--- config.mk ---
export PLATFORM = sky130hd
export DESIGN_NAME = pwr_save_ctrl
export DESIGN_NICKNAME = d
export VERILOG_FILES = /design/src/rtl/pwr_save_pkg.sv /design/src/rtl/psm_sync.sv /design/src/rtl/psm_regs.sv /design/src/rtl/psm_lock_timer.sv /design/src/rtl/pwr_save_ctrl.sv
export SDC_FILE = /design/constraint.sdc
export NUM_CORES = 1
export LEC_CHECK = 0
export BUFFER_PORTS_ARGS = -buffer_cell sky130_fd_sc_hd__buf_2
export CORE_UTILIZATION = 52
export CTS_CLUSTER_DIAMETER = 40
export DETAILED_ROUTE_END_ITERATION = 10
export GPL_ROUTABILITY_DRIVEN = 0
export PLACE_DENSITY = 0.83
export SLEW_MARGIN = 40
export SYNTH_ARGS = -nofsm -noshare
export SYNTH_HDL_FRONTEND = slang
export SYNTH_SLANG_ARGS = --single-unit
--- constraint.sdc ---
create_clock -name clk_i -period 3.4 [get_ports clk_i]
set_clock_uncertainty 0.15 [all_clocks]
set_input_delay 0.17 -clock clk_i [delete_from_list [all_inputs] [get_ports clk_i]]
set_output_delay 0.17 -clock clk_i [all_outputs]
set_load 0.005 [all_outputs]
--- src/rtl/pwr_save_pkg.sv ---
package pwr_save_pkg;
  localparam int DATA_W    = 8;
  localparam int ROUTE_BIT = 7;
  localparam int SLEEP_BIT = 1;
  localparam int STBY_BIT  = 0;
  localparam int LOCK_BIT  = 7;

  localparam logic [DATA_W-1:0] CTRL_MASK =
    (DATA_W'(1) << ROUTE_BIT) | (DATA_W'(1) << SLEEP_BIT) | (DATA_W'(1) << STBY_BIT);

  typedef enum logic [1:0] {
    PS_NORMAL  = 2'd0,
    PS_STANDBY = 2'd1,
    PS_SLEEP   = 2'd2
  } ps_mode_e;
endpackage

--- src/rtl/psm_sync.sv ---
module psm_sync #(
  parameter int WIDTH  = 1,
  parameter int STAGES = 2
) (
  input  logic             clk_i,
  input  logic             rst_ni,
  input  logic [WIDTH-1:0] d_i,
  output logic [WIDTH-1:0] q_o
);
  logic [WIDTH-1:0] stage_q [STAGES];

  for (genvar s = 0; s < STAGES; s++) begin : g_stage
    always_ff @(posedge clk_i or negedge rst_ni) begin
      if (!rst_ni) stage_q[s] <= '0;
      else if (s == 0) stage_q[s] <= d_i;
      else stage_q[s] <= stage_q[(s > 0) ? s-1 : 0];
    end
  end

  assign q_o = stage_q[STAGES-1];
endmodule

--- src/rtl/psm_regs.sv ---
module psm_regs
  import pwr_save_pkg::*;
#(
  parameter int ADDR_W    = 2,
  parameter int CTRL_ADDR = 0,
  parameter int STAT_ADDR = 1
) (
  input  logic              clk_i,
  input  logic              rst_ni,
  input  logic              we_i,
  input  logic [ADDR_W-1:0] addr_i,
  input  logic [DATA_W-1:0] wdata_i,
  input  logic              locked_i,
  output logic [DATA_W-1:0] rdata_o,
  output logic              route_o,
  output logic              sleep_bit_o,
  output logic              stby_bit_o
);
  localparam logic [ADDR_W-1:0] A_CTRL = ADDR_W'(CTRL_ADDR);
  localparam logic [ADDR_W-1:0] A_STAT = ADDR_W'(STAT_ADDR);

  logic [DATA_W-1:0] ctrl_q;
  logic [DATA_W-1:0] stat_w;

  always_ff @(posedge clk_i or negedge rst_ni) begin
    if (!rst_ni) ctrl_q <= '0;
    else if (we_i && addr_i == A_CTRL) ctrl_q <= wdata_i & CTRL_MASK;
  end

  always_comb begin
    stat_w = '0;
    stat_w[LOCK_BIT] = locked_i;
  end

  always_comb begin
    unique case (addr_i)
      A_CTRL:  rdata_o = ctrl_q;
      A_STAT:  rdata_o = stat_w;
      default: rdata_o = '0;
    endcase
  end

  assign route_o     = ctrl_q[ROUTE_BIT];
  assign sleep_bit_o = ctrl_q[SLEEP_BIT];
  assign stby_bit_o  = ctrl_q[STBY_BIT];

  // a control write lands in the three defined bits only
  p_ctrl_write_r2: assert property (@(posedge clk_i) disable iff (!rst_ni)
    (we_i && addr_i == A_CTRL) |=>
      (route_o == $past(wdata_i[ROUTE_BIT]) && sleep_bit_o == $past(wdata_i[SLEEP_BIT])
       && stby_bit_o == $past(wdata_i[STBY_BIT])));

  // status writes leave control untouched
  p_stat_write_ignored_r3: assert property (@(posedge clk_i) disable iff (!rst_ni)
    (we_i && addr_i != A_CTRL) |=> $stable(ctrl_q));
endmodule

--- src/rtl/psm_lock_timer.sv ---
module psm_lock_timer #(
  parameter int LOCK_CYCLES = 1000
) (
  input  logic clk_i,
  input  logic rst_ni,
  input  logic pll_en_i,
  output logic locked_o
);
  localparam int CNT_W = $clog2(LOCK_CYCLES + 1);
  localparam logic [CNT_W-1:0] LAST = CNT_W'(LOCK_CYCLES - 1);

  logic [CNT_W-1:0] cnt_q;
  logic             locked_q;

  always_ff @(posedge clk_i or negedge rst_ni) begin
    if (!rst_ni) begin
      cnt_q    <= '0;
      locked_q <= 1'b0;
    end else if (!pll_en_i) begin
      cnt_q    <= '0;
      locked_q <= 1'b0;
    end else if (!locked_q) begin
      if (cnt_q == LAST) locked_q <= 1'b1;
      else cnt_q <= cnt_q + 1'b1;
    end
  end

  assign locked_o = locked_q;

  p_lock_drop_r9: assert property (@(posedge clk_i) disable iff (!rst_ni)
    !pll_en_i |=> !locked_q);

  p_lock_rise_r9: assert property (@(posedge clk_i) disable iff (!rst_ni)
    $rose(locked_q) |-> ($past(cnt_q) == LAST && $past(pll_en_i)));
endmodule

--- src/rtl/pwr_save_ctrl.sv ---
module pwr_save_ctrl
  import pwr_save_pkg::*;
#(
  parameter int ADDR_W      = 2,
  parameter int LOCK_CYCLES = 1000,
  parameter int SYNC_STAGES = 2
) (
  input  logic              clk_i,
  input  logic              rst_ni,
  input  logic              pwr_pin_i,
  input  logic              reg_we_i,
  input  logic [ADDR_W-1:0] reg_addr_i,
  input  logic [7:0]        reg_wdata_i,
  output logic [7:0]        reg_rdata_o,
  output logic              sleep_o,
  output logic              standby_o,
  output logic              core_en_o,
  output logic              pll_en_o,
  output logic              pll_locked_o,
  output logic              mem_ready_o
);
  logic     pin_s;
  logic     route, sleep_bit, stby_bit;
  logic     sleep_req, stby_req;
  logic     locked;
  ps_mode_e mode;

  psm_sync #(.WIDTH(1), .STAGES(SYNC_STAGES)) u_sync (
    .clk_i (clk_i),
    .rst_ni(rst_ni),
    .d_i   (pwr_pin_i),
    .q_o   (pin_s)
  );

  psm_regs #(.ADDR_W(ADDR_W), .CTRL_ADDR(0), .STAT_ADDR(1)) u_regs (
    .clk_i      (clk_i),
    .rst_ni     (rst_ni),
    .we_i       (reg_we_i),
    .addr_i     (reg_addr_i),
    .wdata_i    (reg_wdata_i),
    .locked_i   (locked),
    .rdata_o    (reg_rdata_o),
    .route_o    (route),
    .sleep_bit_o(sleep_bit),
    .stby_bit_o (stby_bit)
  );

  // pin steered by the routing bit
  assign sleep_req = sleep_bit | (~route & pin_s);
  assign stby_req  = stby_bit  | ( route & pin_s);

  always_comb begin
    if (sleep_req)     mode = PS_SLEEP;
    else if (stby_req) mode = PS_STANDBY;
    else               mode = PS_NORMAL;
  end

  assign sleep_o   = (mode == PS_SLEEP);
  assign standby_o = (mode == PS_STANDBY);
  assign core_en_o = (mode == PS_NORMAL);
  assign pll_en_o  = (mode != PS_SLEEP);

  psm_lock_timer #(.LOCK_CYCLES(LOCK_CYCLES)) u_lock (
    .clk_i   (clk_i),
    .rst_ni  (rst_ni),
    .pll_en_i(pll_en_o),
    .locked_o(locked)
  );

  assign pll_locked_o = locked;
  assign mem_ready_o  = core_en_o & locked;

  p_ready_gated_r10: assert property (@(posedge clk_i) disable iff (!rst_ni)
    mem_ready_o |-> (locked && !sleep_req && !stby_req));

  p_stby_holds_lock_r7: assert property (@(posedge clk_i) disable iff (!rst_ni)
    (standby_o && locked) |=> locked);

  p_sleep_prio_r8: assert property (@(posedge clk_i) disable iff (!rst_ni)
    (sleep_req && stby_req) |-> (sleep_o && !standby_o && !pll_en_o));

  p_sleep_no_ready_r6: assert property (@(posedge clk_i) disable iff (!rst_ni)
    $rose(sleep_o) |=> !locked);
endmodule

* Word level (Yosys, flattened, before mapping)
Cells that the tools add are included.
Cells by class: muxes and demuxes 9, shift-type cells 0, div/mod/pow operators 0, $lt $le $gt $ge 0, reduce and logical (&&, ||, !) cells 4, $mul 0, bitwise operators 6, add/sub/neg operators 1, equality and inequality tests 7
Operator list (number):
- $mux 10 | 3
- $pmux 8 s2 | 1
- $add 10x1->10 const B | 1
- $eq 10x10->1 const B | 1
- $ne 2x2->1 const B | 3
- $eq 2x1->1 const B | 2
- $logic_not 2->1 | 2
- $mux 1 | 4
- $and 1x1->1 | 3
- $eq 2x2->1 const B | 1
- $mux 2 | 1
- $or 1x1->1 | 2
- $reduce_and 2->1 | 1
- $logic_and 1x1->1 | 1
- $not 1->1 | 1
Storage, ports and cells: bits in registers 16, RAM bits 0, latch bits 0, memory bits (read-only) 0, input bits 14, memories 0

* Depth between registers and ports, before layout
Gate-level depths: netlist (run 1).
depth in word-level cells 7, gate-level depth with buffers 4, mapped depth without buffers 4

* Hierarchy
A second synthesis (run 1) with hierarchy kept.
Unflattened totals: cells, all modules 93, area, all modules 938.4 µm²
By module, submodules not included:
- psm_lock_timer | times used 1, cells an instance 67, area each 649.4 µm²
- psm_regs | times used 1, cells an instance 17, area each 191.4 µm²
- psm_sync | times used 1, cells an instance 2, area each 50.0 µm²
- pwr_save_ctrl | times used 1, cells an instance 7, area each 47.5 µm²

* Least setup slack after synthesis (run 1)
OpenSTA, ideal clock, no wires.
path kind reg2reg, from register u_lock.cnt_q[0], to register u_lock.cnt_q[0], clock period less this slack 1608 ps, library setup time 79 ps, stages on the path, launching flop included 5, setup slack 1792 ps, arrival time 1378 ps, path through dfrtp_1 ha_1 and4bb_2 a31oi_1 mux2i_1
Between the ends: cells in the longest elaborated chain, start to end 4, elaborated cells on any way between the ends 7
RTL lines:
- start: declaration | line psm_lock_timer.sv:12 | logic [CNT_W-1:0] cnt_q;
- start signal: assignment | line psm_lock_timer.sv:24 | else cnt_q <= cnt_q + 1'b1;
- $add 10x1->10 | line psm_lock_timer.sv:24
- $mux 10 | line psm_lock_timer.sv:23 | if (cnt_q == LAST) locked_q <= 1'b1;
- $mux 10 | line psm_lock_timer.sv:22 | end else if (!locked_q) begin
- $mux 10 | line psm_lock_timer.sv:19 | end else if (!pll_en_i) begin
Parallel ways exist; a longest one is shown, timed or not. The select of a mux whose other input is x is not followed. A chain may end at the register's enable or synchronous reset.

* Final worst setup path (run 1)
Same ends and word-level chain as after synthesis.

==> reports/metrics.cfg, run 1 <==
[run_status]
status=finished, final reports clean

[placement]
io_buffer_count=17
place_hpwl_um=1160

[floorplanning]
initial_core_util=0.565
boundaryPins=28
die-area_um2=1820
core.rowCount=14
die_h_um=42.7
die_x_um=42.7
fp.coreArea_um2=1520

[sta]
grt_setup_unrepaired=false
fmax_mhz=563
drv_slew=0
finalCritPeriodShare=0.522
setup-violations-final=0
finalCriticalPeriod_ps=1780
final_hold_viol_count=0
setup_tns_ps=0

[synthesis]
ys_types=29
synthTopCellsByArea=dfrtp_1 47%, mux2i_1 4.7%, buf_4 4.4%
ys.warnings.count=0
synth_top_family_by_area=simple AND/OR/NAND/NOR gates
async_flop_share=1.00
synth_ff_type=dfrtp_1
synthXorXnorAreaFrac=0.0102
synth-simple-area-share=0.205
synthAdderAreaFrac=0.0145
synth_compound_area_frac=0.148
syn_area_per_cell_um2=10.4
syn_area_um2=861
synthTopCellsByCount=16 x dfrtp_1, 6 x a21oi_1, 5 x buf_4, 5 x nand2_1, 5 x nor2_1
synth_most_common_cell=dfrtp_1
muxShareOfSynthArea=0.0858
synth_edf_count=0
ys_seq_area_frac=0.465
synth_top_area_share=0.465
ys_ff_latch=16
synthCells=83
yosys.area.top_type=dfrtp_1

[worst_setup_path]
crit_fanout=4
critPathLaunchType=flip-flop
critPathRequiredTime_ps=3470
cp-end-kind=flip-flop
critical_path.top_delay_family=flip-flops
arrival_ps=1840
cp.buffers_inverters=0
slowest_delay_ps=450
cp_slowest_cell=dfrtp_1
criticalPathCategory=flip-flop to flip-flop
path_cells=ha_1 -> and4bb_2 -> a31oi_1 -> mux2i_1

[drt]
drt-total-wl_um=1640
firstDrtPassIters=4
vias_per_cell=5.70
num_vias=707
drt_iter0_markers=16
wl_per_cell_um=13.3
drc=0
drtAntennaViolNets=0

[grt]
grt_use_met2=0.367
gr-usage-met1=0.247
top_usage_layer=met2
globalRouteTotalUtil=0.207
grt_util_met3=0.0511
grt_pass1_vias=663
grt_pass1_wl_um=2800
grt_max_degree=17
grt_overflow=0
antenna_found_initial=0

[finish]
areaGrowthSynthToFinish_pct=19.9
antenna_cells=0
nNetsFinal=124
drive_gt1_frac=0.259

[clock_tree]
htreeDepth=1
clkSinkCount=16
cts_max_path_buffers=2
clock_latency_ps=290
cts_setup_buffers=0
clk_transition_reported_paths_ps=100
cts-root-buf=clkbuf_4
cts_made_buffers=3
tritoncts=done
cts_resized=0

[power]
peakVddDrop_uv=331
power_leakage_nw=0.512
p_total_mw=0.434
pwr_density_cell_nw_per_um2=421

[hold_path]
hold_path_class=primary input to flip-flop

[run]
maxCapViolCount=0

## final cells by class
type | count | area (µm²)
well taps | 16 | 20.0
multi-input cells | 61 | 418
clock buffers | 4 | 36.3
fillers | 118 | 492
repair buffers | 23 | 143
inverters | 4 | 15.0
flip-flops and latches | 16 | 400
## sequential cells by signal, summed over array words and instances, names as in the netlist
register         flops
u_lock.locked_o      1
u_sync.q_o           1
u_regs.ctrl_q        3
u_lock.cnt_q        10
u_sync.stage_q       1
## cells in the final DEF (no fill, tap or decap), types with 4 or more instances in the layout
cell	n
buf_2	17
dfrtp_1	16
a21oi_1	6
nor2_1	5
nand2_1	5
conb_1	5
dlygate4sd3_1	5
inv_1	4
mux2i_1	4
o211ai_1	4
## layer usage
layer / up-vias / share of wire
met5: - / 0
met4: 0 / 0.0097
met3: 2 / 0.033
met2: 14 / 0.54
met1: 342 / 0.41
li1: 349 / -
## through the flow
step                area (µm²)  setup WS, ps  hold slack (ps)  std cells   util
floorplan                  876          1790             -276         87      -
global placement           946          1670            -52.7        115  0.621
detailed placement         946          1670            -47.8        115  0.621
CTS                       1030          1630              116        124  0.677
global route              1030          1540              154        124  0.677
finish                    1030          1620              114        124  0.677
## kinds of logic (layout without fill, tap and decap cells)
| family | Yosys count | after routing |
|---|---|---|
| simple gates | 27 | 27 |
| compound gates | 20 | 20 |
| flops | 16 | 16 |
| buf+inv | 10 | 31 |
| mux | 7 | 7 |
| fa+ha+maj | 1 | 1 |
| other cells | 1 | 5 |
| xor+xnor | 1 | 1 |
## power breakdown
group / switching (mW) / total [mW] / internal [mW]
Clock: 0.0625 / 0.128 / 0.0653
Combinational: 0.0400 / 0.0795 / 0.0395
Sequential: 0.0217 / 0.227 / 0.205
Total: 0.124 / 0.434 / 0.310
## worst paths after layout
kind / from / end / slack (ps) / depth (start not counted)
min reg2reg: u_sync.stage_q[1] / u_sync.q_o / 210 / 0
max reg2reg: u_lock.cnt_q[0] / u_lock.cnt_q[0] / 1620 / 4
min in group asynchronous: rst_ni / u_lock.cnt_q[0] / 150 / 2
max: u_lock.cnt_q[0] / u_lock.cnt_q[0] / 1620 / 4
max in group asynchronous: rst_ni / u_sync.q_o / 2700 / 2
min: reg_we_i / u_regs.ctrl_q[7] / 110 / 3
## worst reg2reg max path, cell delays in order (launching register included)
cell	delay, ps
dfrtp_1	450
ha_1	260
and4bb_2	260
a31oi_1	350
mux2i_1	240
## repair_timing
| action | CTS | global route |
|---|---|---|
| setup endpoints to repair | 0 | 0 |
| hold buffers | 5 | 0 |
| endpoints found under the hold margin | 20 | 0 |
Power figures use the tool's default switching activity.
==> inputs of run 2 (changes only) <==
- ABC_AREA: default -> 1
- CORE_UTILIZATION: 52 -> 50
- PLACE_DENSITY: 0.83 -> 0.79
- clock period: 3.4 -> 1.8 ns (I/O delays scaled with it)
==> run 2 against run 1 <==
  * Via count up 19%
  * Utilization down 3.9 points
  * Critical path depth up 1
  * Setup slack worse by 1500 ps
  * Combinational power up 47%
  * Hold slack worse by 98 ps
  * Design area up 8.0%
  * Global-route usage up 0.72 points
  * Synthesized cell count up 51%
  * Power up 73%
  * Final cell count up 40%
  * Wire length up 10%
  * Highest routed layer unchanged
==> reports/metrics.cfg, run 2 <==
[clock_tree]
htreeDepth=1
clk_transition_reported_paths_ps=100
tritoncts=done
cts_max_path_buffers=2
clock_latency_ps=290
clkSinkCount=16
cts_made_buffers=3
cts-root-buf=clkbuf_4

[power]
seq_power_share=0.532
pwr_density_cell_nw_per_um2=674
switching_power_mw=0.200
clockPowerShare=0.313
power_leakage_nw=0.614
peakVddDrop_uv=597
pwr-share-comb=0.155
power.internal_mw=0.552
netSwitchingFraction=0.266

[drt]
wl_per_cell_um=10.4
met1_length_um=832
drt-total-wl_um=1810
vias_per_cell=4.84
wl_met3_um=45
met2_wirelength_um=909
firstDrtPassIters=4
drc=0
drtAntennaViolNets=0
top_layer_used=met4
drt_iter0_markers=16
num_vias=843

[synthesis]
synth_ff_type=dfrtp_1
syn_area_per_cell_um2=7.54
ys.warnings.count=0
synthCells=125
synth_edf_count=0
ys_types=23
async_flop_share=1.00
syn_area_um2=942
ys_ff_latch=16
synthTopCellsByCount=31 x nand2_1, 17 x inv_1, 16 x dfrtp_1, 16 x nor2_1, 12 x nand3_1
ys_seq_area_frac=0.425
synth_most_common_cell=nand2_1
synthTopCellsByArea=dfrtp_1 42%, nand2_1 12%, inv_1 6.8%
yosys.area.top_type=dfrtp_1
synth_top_area_share=0.425

[sta]
grt_setup_unrepaired=false
setup_ws_ps=152
setup_tns_ps=0
finalCriticalPeriod_ps=1650
fmax_mhz=607
finalCritPeriodShare=0.915
setup-violations-final=0
final_hold_viol_count=0
drv_slew=0

[finish]
drive_gt1_frac=0.188
regMostFlops=u_lock.cnt_q
areaGrowthSynthToFinish_pct=18.3
reg_top3=u_lock.cnt_q x10, u_regs.ctrl_q x3
largest_register_ffs=10
register_area_um2=400
antenna_cells=0
fill_cells=155
nNetsFinal=165
multiInputGateArea_um2=434
final_cell_mix=31 x nand2_1, 17 x inv_1, 17 x buf_2, 16 x nor2_1, 16 x dfrtp_1
final_common_cell=nand2_1

[run_status]
status=finished, final reports clean

[hold_path]
hold_path_class=primary input to flip-flop

[worst_setup_path]
slowest_delay_ps=390
reg2reg_slack_ps=220
rr_startpoint=u_lock.cnt_q[0]
r2r_end=u_lock.cnt_q[0]
rr_worst_depth=9
cp_common_cell=inv_1
criticalPathCategory=flip-flop to primary output
path_cells=inv_1 -> a21oi_4 -> inv_1 -> nor3_1 -> buf_2
arrival_ps=1410
critPathRequiredTime_ps=1560
crit_fanout=6
critPathLaunchType=flip-flop
cp_slowest_cell=dfrtp_1
cp-endpoint=mem_ready_o
cp-startpoint=u_regs.ctrl_q[7]
cp-end-kind=primary output

[run]
maxCapViolCount=0

[floorplanning]
die_x_um=45.4
initial_core_util=0.540
fp.coreArea_um2=1750
boundaryPins=28
core.rowCount=15
die_h_um=45.4
die-area_um2=2060

[placement]
place_hpwl_um=1250
io_buffer_count=17
pre_cts_ws_ps=230

[grt]
antenna_found_initial=0
grt_pass1_vias=744
grt_pass1_wl_um=3110
grt_max_degree=17
globalRouteTotalUtil=0.214
grt_overflow=0

run 2: cell count changes in the layout (fill, tap and decap cells not counted), sizes merged, moves of 3 or more:
cell / before / now
inv: 4 / 18
mux2: 3 / 0
mux2i: 4 / 0
nand2: 5 / 33
nand3: 0 / 12
nor2: 5 / 16
o211ai: 4 / 0
o31ai: 3 / 0
or4: 3 / 0
run 2: worst min-delay path by stage:
stage / depth (start not counted) / end / slack (ps) / from
final: 3 / u_regs.ctrl_q[7] / 20 / reg_we_i
after global routing: 3 / u_regs.ctrl_q[7] / 50 / reg_we_i
after CTS: 3 / u_regs.ctrl_q[7] / 5 / reg_we_i
after detailed placement: 1 / u_lock.cnt_q[8] / -130 / rst_ni
after global placement: 1 / u_lock.cnt_q[8] / -130 / rst_ni
after floorplan: 0 / u_lock.cnt_q[0] / -360 / rst_ni
run 2: timing repair:
action / in CTS / in global routing
hold buffers: 5 / 0
setup endpoints to repair: 0 / 3
gates resized for setup: 0 / 1
hold endpoints to repair: 20 / 0
buffers inserted: 0 / 0
run 2: cell families (layout without fill, tap and decap cells):
| group | count (synthesis) | in the layout | synth area share |
|---|---|---|---|
| other | 1 | 5 | 0.00398 |
| AO/OA/AOI/OAI | 12 | 12 | 0.0810 |
| XOR/XNOR | 4 | 4 | 0.0372 |
| AND/OR/NAND/NOR | 66 | 66 | 0.301 |
| buffers and inverters | 25 | 45 | 0.138 |
| adder cells (fa/ha/maj) | 1 | 1 | 0.0133 |
| flip-flops | 16 | 16 | 0.425 |
run 2: power by group through the flow:
| stage | clock, mW | sequential [mW] | combinational, mW |
|---|---|---|---|
| detailed placement | 0 | 0.404 | 0.105 |
| global placement | 0 | 0.404 | 0.104 |
| finish | 0.235 | 0.400 | 0.117 |
| floorplan | 0 | 0.401 | 0.0704 |
| global route | 0.264 | 0.404 | 0.135 |
| CTS | 0.247 | 0.397 | 0.114 |
run 2: final cells by class:
type,instances,share of cell area
inverter,18,0.0629
clock buffer,4,0.0325
sequential,16,0.359
timing repair buffer,23,0.128
multi-input combinational,88,0.389
tap,25,0.0281
run 2: through the flow:
stage / cell area (µm²) / cells / hold WS (ps) / power, mW / utilization
2_1_floorplan: 957 / 129 / -356 / 0.471 / -
6_report: 1110 / 174 / 16.5 / 0.752 / 0.639
5_1_grt: 1110 / 174 / 54.4 / 0.803 / 0.639
3_5_place_dp: 1020 / 165 / -131 / 0.509 / 0.585
3_3_place_gp: 1020 / 165 / -131 / 0.507 / 0.585
4_1_cts: 1110 / 174 / 4.85 / 0.758 / 0.634
run 2: metal layers:
layer	vias up	GRT usage
met5	-	0
met4	0	0.0727
met3	2	0.0595
met2	12	0.351
met1	397	0.270
li1	432	-
run 2: critical path, delay by kind of cell, from the launching register on:
family | cells | cell delay [ps]
DFF | 1 | 390
buffers and inverters | 3 | 360
AOI/OAI and AO/OA | 1 | 240
and+or+nand+nor | 1 | 130
==> inputs of run 3 (changes only) <==
- ABC_AREA: 1 -> default
- CORE_UTILIZATION: 50 -> 48
- PLACE_DENSITY: 0.79 -> 0.77
==> run 3 against run 2 <==
  * Maximum frequency is 3.5% lower
  * Clock-buffer cell count stayed put
  * Wire length is 4.5% lower
  * Global-route usage is 0.25 points lower
  * Flip-flop and latch count stayed put
  * Sequential share of layout area is 2.2 points higher
  * Register-to-register slack worse by 130 ps
  * Via count is 17% lower
  * Die area is 4.6% lower
  * Utilization is 2.0 points higher
  * Largest power group unchanged
==> reports/metrics.cfg, run 3 (synthesized netlist as in run 1, its figures left out) <==
[grt]
grt_overflow=0
grt_pass1_wl_um=2940
grt_max_degree=17
grt_pass1_vias=657
globalRouteTotalUtil=0.212
antenna_found_initial=0

[finish]
fill_cells=133
nNetsFinal=125
final_common_cell=buf_2
regMostFlops=u_lock.cnt_q
multiInputGateArea_um2=418
areaGrowthSynthToFinish_pct=21.9
drive_gt1_frac=0.266
register_area_um2=400
reg_top3=u_lock.cnt_q x10, u_regs.ctrl_q x3
antenna_cells=0
largest_register_ffs=10
final_cell_mix=17 x buf_2, 16 x dfrtp_1, 6 x a21oi_1

[worst_setup_path]
path_cells=ha_1 -> and4bb_2 -> a31oi_1 -> mux2i_1
cp_slowest_cell=dfrtp_1
critPathLaunchType=flip-flop
cp-end-kind=flip-flop
crit_fanout=3
critical_path.top_delay_family=flip-flops
arrival_ps=1790
slowest_delay_ps=440
critPathRequiredTime_ps=1880
cp.buffers_inverters=0
criticalPathCategory=flip-flop to flip-flop

[sta]
final_hold_viol_count=0
setup-violations-final=0
drv_slew=0
fmax_mhz=586
finalCritPeriodShare=0.948
finalCriticalPeriod_ps=1710
setup_tns_ps=0
grt_setup_unrepaired=false

[clock_tree]
cts_max_path_buffers=2
clock_latency_ps=300
clkSinkCount=16
clk_transition_reported_paths_ps=100
htreeDepth=1
cts_made_buffers=3
cts_resized=0
tritoncts=done
cts-root-buf=clkbuf_4

[floorplanning]
initial_core_util=0.540
die-area_um2=1970
die_h_um=44.4
die_x_um=44.4
boundaryPins=28
core.rowCount=14
fp.coreArea_um2=1590

[drt]
drt-total-wl_um=1730
num_vias=699
drt_iter0_markers=7
drtAntennaViolNets=0
wl_per_cell_um=13.0
firstDrtPassIters=4
drc=0
vias_per_cell=5.26

[power]
seq_power_share=0.511
p_total_mw=0.829
peakVddDrop_uv=617
power.internal_mw=0.592
clockPowerShare=0.295
netSwitchingFraction=0.286
switching_power_mw=0.237
power_leakage_nw=0.518
pwr-share-comb=0.194
pwr_density_cell_nw_per_um2=790

[placement]
io_buffer_count=17
place_hpwl_um=1220

[run_status]
status=finished, final reports clean

[hold_path]
hold_path_class=primary input to flip-flop

[run]
maxCapViolCount=0

run 3: power groups by stage:
stage                     Clock (mW)  Combinational (mW)  Sequential (mW)
after global placement             0               0.151            0.428
final                          0.245               0.161            0.423
after CTS                      0.247               0.164            0.423
after floorplan                    0              0.0966            0.425
after detailed placement           0               0.155            0.430
after global routing           0.260               0.185            0.428
run 3: final timing paths:
path,startpoint,end,slack (ps),cells past startpoint
setup / recovery,u_lock.cnt_q[1],u_lock.cnt_q[1],90,4
hold / removal,reg_we_i,u_regs.ctrl_q[1],30,3
setup reg to reg,u_lock.cnt_q[1],u_lock.cnt_q[1],90,4
hold reg to reg,u_sync.stage_q[1],u_sync.q_o,220,0
max in group asynchronous,rst_ni,u_lock.cnt_q[5],1150,2
min in group asynchronous,rst_ni,u_lock.cnt_q[0],70,2
run 3: what timing repair did:
item                      CTS  global route
hold buffers                5             0
buffers inserted            0             0
hold endpoints to repair   20             0
run 3: routing by layer:
metal  track usage  wire [µm]
met5             0          0
met4         0.109         44
met3        0.0490         46
met2         0.344        861
met1         0.263        773
run 3: stage by stage:
step | instance area, µm² | hold WS, ps | utilization | cells | worst slack (ps)
after floorplan | 876 | -356 | - | 87 | 192
after global placement | 963 | -130 | 0.604 | 124 | 121
after detailed placement | 963 | -124 | 0.604 | 124 | 105
after CTS | 1050 | 42.0 | 0.659 | 133 | 82.5
after global routing | 1050 | 78.6 | 0.659 | 133 | 20.9
final | 1050 | 32.3 | 0.659 | 133 | 93.1
run 3: worst min-delay path: stages:
cell and delay (ps):
buf_2 90, nand2_1 110, mux2_2 160
run 3: final cells by class:
cell class                      instances  area share
Multi-Input combinational cell         61       0.398
Clock buffer                            4      0.0346
Timing Repair Buffer                   24       0.143
Sequential cell                        16       0.381
Inverter                                4      0.0143
Tap cell                               24      0.0286
